## src/rtl/irq_pend_pkg.sv

```systemverilog
// Package: shared sizes for the interrupt pending controller.
// Assumes the level count is a power of two, so that a level index field
// can never point outside the pending vector.
package irq_pend_pkg;
    localparam int unsigned NUM_LVL   = 8;
    localparam int unsigned LVL_IDX_W = $clog2(NUM_LVL);
    localparam int unsigned CNT_W     = 32;
endpackage

```

## src/rtl/irq_lvl_dec.sv

```systemverilog
// Module: level decoder. Turns a qualified level index into a one-hot mask.
// Assumes N_LVL == 2**IDX_W.
module irq_lvl_dec #(
    parameter int unsigned N_LVL = 8,
    parameter int unsigned IDX_W = 3
) (
    input  logic             vld,
    input  logic [IDX_W-1:0] idx,
    output logic [N_LVL-1:0] onehot
);
    // One comparator per level; output bit n is set only when idx names level n.
    for (genvar n = 0; n < N_LVL; n++) begin : g_bit
        assign onehot[n] = vld && (idx == IDX_W'(n));
    end
endmodule

```

## src/rtl/irq_tmr_match.sv

```systemverilog
// Module: timer match detector. Flags count == compare with a nonzero count.
// Assumes count and compare are stable around the clock edge.
module irq_tmr_match #(
    parameter int unsigned W = 32
) (
    input  logic [W-1:0] count,
    input  logic [W-1:0] compare,
    output logic         hit
);
    // Equality gated by a nonzero count.
    always_comb hit = (count == compare) && (count != '0);
endmodule

```

## src/rtl/irq_pend_reg.sv

```systemverilog
// Module: pending vector register. Merges the set, clear and wipe requests
// into one update. Priority: wipe first, then sets, then clears.
module irq_pend_reg #(
    parameter int unsigned N_LVL = 8
) (
    input  logic             clk,
    input  logic             rst_n,
    input  logic [N_LVL-1:0] set_msk,
    input  logic [N_LVL-1:0] clr_msk,
    input  logic             wipe,
    output logic [N_LVL-1:0] pend_q
);
    // One flop per level, each with its own merge of the requests.
    for (genvar n = 0; n < N_LVL; n++) begin : g_flop
        always_ff @(posedge clk) begin
            if (!rst_n || wipe) pend_q[n] <= 1'b0;
            else if (set_msk[n]) pend_q[n] <= 1'b1;
            else if (clr_msk[n]) pend_q[n] <= 1'b0;
        end
    end
endmodule

```

## src/rtl/irq_gate.sv

```systemverilog
// Module: interrupt gate. Registers the request from the status and the
// masked pending bits. Assumes the status inputs are synchronous to clk.
module irq_gate #(
    parameter int unsigned N_LVL = 8
) (
    input  logic             clk,
    input  logic             rst_n,
    input  logic             glb_en,
    input  logic             err_lvl,
    input  logic             exc_lvl,
    input  logic [N_LVL-1:0] mask,
    input  logic [N_LVL-1:0] pend,
    output logic             irq_q
);
    logic allow;
    logic hit;

    // The status qualifies: enabled, and at neither error nor exception level.
    always_comb allow = glb_en && !err_lvl && !exc_lvl;
    // At least one pending bit is also unmasked.
    always_comb hit = |(mask & pend);

    // Registered request toward the pipeline.
    always_ff @(posedge clk) begin
        if (!rst_n) irq_q <= 1'b0;
        else        irq_q <= allow && hit;
    end
endmodule

```

## src/rtl/irq_pend_ctrl.sv

```systemverilog
// Module: interrupt pending and gating controller (top).
// Collects the post, clear, clear-all and timer-match requests into the
// pending vector, then gates it into a registered interrupt request.
// Assumes all inputs are synchronous to clk.
module irq_pend_ctrl
    import irq_pend_pkg::*;
(
    input  logic                 clk,
    input  logic                 rst_n,
    input  logic                 post_vld,
    input  logic [LVL_IDX_W-1:0] post_lvl,
    input  logic                 clr_vld,
    input  logic [LVL_IDX_W-1:0] clr_lvl,
    input  logic                 clr_all,
    input  logic                 glb_en,
    input  logic                 err_lvl,
    input  logic                 exc_lvl,
    input  logic [NUM_LVL-1:0]   lvl_mask,
    input  logic [CNT_W-1:0]     tmr_count,
    input  logic [CNT_W-1:0]     tmr_compare,
    input  logic [LVL_IDX_W-1:0] tmr_lvl,
    output logic                 irq_req,
    output logic                 any_pend,
    output logic [NUM_LVL-1:0]   pend_vec
);
    logic [NUM_LVL-1:0] post_oh;
    logic [NUM_LVL-1:0] tmr_oh;
    logic [NUM_LVL-1:0] clr_oh;
    logic [NUM_LVL-1:0] set_all;
    logic               tmr_hit;

    irq_tmr_match #(.W(CNT_W)) u_tmr (
        .count(tmr_count), .compare(tmr_compare), .hit(tmr_hit)
    );

    irq_lvl_dec #(.N_LVL(NUM_LVL), .IDX_W(LVL_IDX_W)) u_dec_post (
        .vld(post_vld), .idx(post_lvl), .onehot(post_oh)
    );
    irq_lvl_dec #(.N_LVL(NUM_LVL), .IDX_W(LVL_IDX_W)) u_dec_tmr (
        .vld(tmr_hit), .idx(tmr_lvl), .onehot(tmr_oh)
    );
    irq_lvl_dec #(.N_LVL(NUM_LVL), .IDX_W(LVL_IDX_W)) u_dec_clr (
        .vld(clr_vld), .idx(clr_lvl), .onehot(clr_oh)
    );

    // Posted levels and timer levels form one combined set mask.
    always_comb set_all = post_oh | tmr_oh;

    irq_pend_reg #(.N_LVL(NUM_LVL)) u_reg (
        .clk(clk), .rst_n(rst_n), .set_msk(set_all), .clr_msk(clr_oh),
        .wipe(clr_all), .pend_q(pend_vec)
    );

    irq_gate #(.N_LVL(NUM_LVL)) u_gate (
        .clk(clk), .rst_n(rst_n), .glb_en(glb_en), .err_lvl(err_lvl),
        .exc_lvl(exc_lvl), .mask(lvl_mask), .pend(pend_vec), .irq_q(irq_req)
    );

    // The pending flag is taken from the registered vector, which already
    // includes the latest timer update.
    always_comb any_pend = |pend_vec;
endmodule

```

## config.mk

```make
export PLATFORM = sky130hd
export DESIGN_NAME = irq_pend_ctrl
export DESIGN_NICKNAME = d
export VERILOG_FILES = /design/src/rtl/irq_pend_pkg.sv /design/src/rtl/irq_lvl_dec.sv /design/src/rtl/irq_tmr_match.sv /design/src/rtl/irq_pend_reg.sv /design/src/rtl/irq_gate.sv /design/src/rtl/irq_pend_ctrl.sv
export SDC_FILE = /design/constraint.sdc
export NUM_CORES = 1
export LEC_CHECK = 0
export ABC_AREA = 1
export BUFFER_PORTS_ARGS = -buffer_cell sky130_fd_sc_hd__clkbuf_2
export CAP_MARGIN = 0
export CORE_ASPECT_RATIO = 1.4
export CORE_MARGIN = 5
export CORE_UTILIZATION = 43
export DETAILED_ROUTE_END_ITERATION = 16
export GPL_TIMING_DRIVEN = 0
export PLACE_DENSITY = 0.87
export SYNTH_ARGS = -nofsm -noshare
export SYNTH_HDL_FRONTEND = slang
export SYNTH_SLANG_ARGS = --single-unit
```

## constraint.sdc

```tcl
create_clock -name clk -period 2 [get_ports clk]
set_input_delay 0.4 -clock clk [delete_from_list [all_inputs] [get_ports clk]]
set_output_delay 0.4 -clock clk [all_outputs]
set_load 0.05 [all_outputs]
```

==> impl_metrics.sql <==
INSERT INTO impl_metrics (metric_group, metric, value, unit) VALUES
('sta', 'hold_ws', '400', 'ps'),
('setup_path', 'startpoint_type', 'flip-flop', ''),
('sta', 'setup_tns', '0', 'ps'),
('setup_path', 'timing.critical_path.to_type', 'output port', ''),
('power', 'power_leakage', '1.09', 'nW'),
('clock_tree', 'clkTransAtPathRegs', '40', 'ps'),
('sta', 'timing.final.crit_period', '1570', 'ps'),
('setup_path', 'crit_slowest_cell', 'dfxtp_1', ''),
('setup_path', 'endpoint_required_time_on_the_critical_path', '1600', 'ps'),
('global_route', 'gr-usage-all-layers', '0.198', ''),
('power', 'share_comb_of_total_power', '0.405', ''),
('power', 'p_int', '0.446', 'mW'),
('sta', 'period_share', '0.787', ''),
('final_layout', 'n_antenna_cell', '0', ''),
('final_layout', 'synthToLayoutAreaGrowth', '47.2', '%'),
('placed_design', 'detailed_place_hpwl', '3540', 'um'),
('routing', 'vias', '1820', ''),
('synthesis', 'synthDominantCellAreaShare', '0.253', ''),
('synthesis', 'yosysSeqAreaShare', '0.146', ''),
('routing', 'drc', '0', ''),
('hold_path', 'worstHoldPathType', 'input pin to flip-flop', ''),
('sta', 'max_slew.worst_pin.slew', '299', 'ps'),
('die', 'floorplan.die.height', '73.4', 'um'),
('clock_tree', 'clock_tree.htree_level_count', '1', ''),
('power', 'sequentialPowerShare', '0.283', ''),
('clock_tree', 'post_cts_gate_resize_count', '0', ''),
('sta', 'number_of_pins_with_negative_max_slew_slack_in_the_final_report', '0', ''),
('sta', 'slew_headroom', '0.800', ''),
('power', 'peakVddDrop', '0.232', 'mV'),
('placed_design', 'io_buffers', '98', ''),
('synthesis', 'synth_enable_flop_cells', '0', ''),
('global_route', 'gr-total-overflow', '0', ''),
('synthesis', 'synth.net_count', '336', ''),
('setup_path', 'critPathMaxFanout', '4', ''),
('synthesis', 'ys_ff_latch', '9', ''),
('sta', 'unrepaired_setup_endpoints_after_global_routing', 'no', ''),
('clock_tree', 'cts_made_buffers', '3', ''),
('synthesis', 'yosysTopAreaCell', 'nand2_1', ''),
('global_route', 'grt_pass1_wl', '6700', 'um'),
('synthesis', 'synth_most_common_cell', 'nand2_1', ''),
('final_layout', 'layout_cell_share_with_drive_strength_beyond_1', '0.321', ''),
('routing', 'detailedRoute.firstPassIterationCount', '4', ''),
('die', 'std_cell_rows', '23', ''),
('synthesis', 'netlist_top_cells_area', 'nand2_1, dfxtp_1, nor2_1, inv_1, xnor2_1', ''),
('clock_tree', 'clkLatencyLatePin', '230', 'ps'),
('placed_design', 'gp_routability_congestion', '0.952', ''),
('clock_tree', 'cts-root-to-sink-buffers', '2', ''),
('clock_tree', 'tritoncts', 'built', ''),
('routing', 'antenna_left', '0', ''),
('synthesis', 'mappedNetlistArea', '0.00123', 'mm^2'),
('die', 'fp.coreArea', '0.00282', 'mm^2'),
('setup_path', 'cp_data_arrival_time', '1170', 'ps'),
('final_layout', 'nNetsFinal', '439', ''),
('synthesis', 'synthTopCellsByCount', 'nand2_1, nor2_1, inv_1, a21oi_1, xnor2_1', ''),
('final_layout', 'post_route_utilization', '0.644', ''),
('run_status', 'outcome', 'complete, no violations', ''),
('setup_path', 'critical-path-top-delay-family', 'simple AND/OR/NAND/NOR gates', ''),
('clock_tree', 'clockRootBuffer', 'clkbuf_8', ''),
('synthesis', 'postSynthAreaPerCell', '4.99', 'um^2'),
('setup_path', 'crit_path_max_incr_delay', '340', 'ps'),
('synthesis', 'synthCells', '247', ''),
('die', 'chipWidth', '55.3', 'um'),
('die', 'design.portCount', '99', ''),
('die', 'dieArea', '0.00406', 'mm^2'),
('setup_path', 'crit_buf_inv', '1', ''),
('setup_path', 'classification_of_the_worst_setup_path', 'flip-flop to output port', ''),
('global_route', 'first_global_vias', '1813', ''),
('power', 'report.power.total', '0.653', 'mW'),
('global_route', 'maximum_number_of_pins_on_one_net_before_global_route_repair', '9', ''),
('synthesis', 'async_reset_ff_frac', '0', ''),
('run', 'maxCapViolCount', '0', '');
-- through the flow --
stage	setup WS (ps)	instances	instance area [um^2]
finish	426	386	1820
global route	328	386	1820
CTS	429	386	1820
detailed placement	462	382	1770
global placement	497	382	1770
floorplan	462	247	1230
-- worst min-delay path, stage by stage --
cell and delay [ps]:
clkbuf_2 80, nand3_1 70, a21oi_1 40
-- power by group through the flow --
stage	registers (mW)	logic [mW]	clock network, mW
finish	0.185	0.264	0.204
floorplan	0.196	0.126	0
CTS	0.185	0.266	0.205
global placement	0.188	0.256	0
detailed placement	0.188	0.265	0
global route	0.185	0.302	0.222
-- state kept, by name, indices dropped and copies added (netlist names) --
register and cells:
u_gate.irq_q 1, u_reg.pend_q 8
-- final cells by class --
type                    instances  area [um^2]  share of cell area
multi-input cells             193          885               0.487
clock buffers                   4         45.0              0.0248
repair buffers                 98          490               0.270
inverters                      45          169              0.0930
well taps                      37         46.3              0.0255
flip-flops and latches          9          180              0.0992
-- layer usage --
layer	track usage	vias up	routed length, um
met3	0.0475	11	349
met5	0	-	0
met2	0.405	76	2070
met4	0.0865	0	82
li1	-	966	-
met1	0.181	767	1370
-- cells by family (layout without fill, tap and decap cells) --
group | count (synthesis) | after routing | synth area share
compound gates | 22 | 22 | 0.101
xor+xnor | 13 | 13 | 0.0923
buf+inv | 45 | 147 | 0.137
flops | 9 | 9 | 0.146
simple gates | 158 | 158 | 0.523
-- final timing paths --
path,start,endpoint,slack (ps),cells after the start
setup / recovery,u_reg.pend_q[6],any_pend,430,3
hold / removal,glb_en,u_gate.irq_q,400,3
hold reg to reg,u_reg.pend_q[1],u_reg.pend_q[1],590,2
setup reg to reg,u_reg.pend_q[6],u_gate.irq_q,970,3
-- layout by cell type (no fill, tap or decap) --
cell,n
clkbuf_2,98
nand2_1,83
nor2_1,46
inv_1,38
a21oi_1,17
xnor2_1,13
nand3_1,12
dfxtp_1,9
nor3_1,8
inv_2,7
nand4_1,3
clkbuf_8,3
nor4_1,2
a22o_1,2
a221oi_1,2
or2_2,2
nor2_4,1
o21ai_1,1
nor2_2,1
clkbuf_1,1
Power figures use the tool's default switching activity.
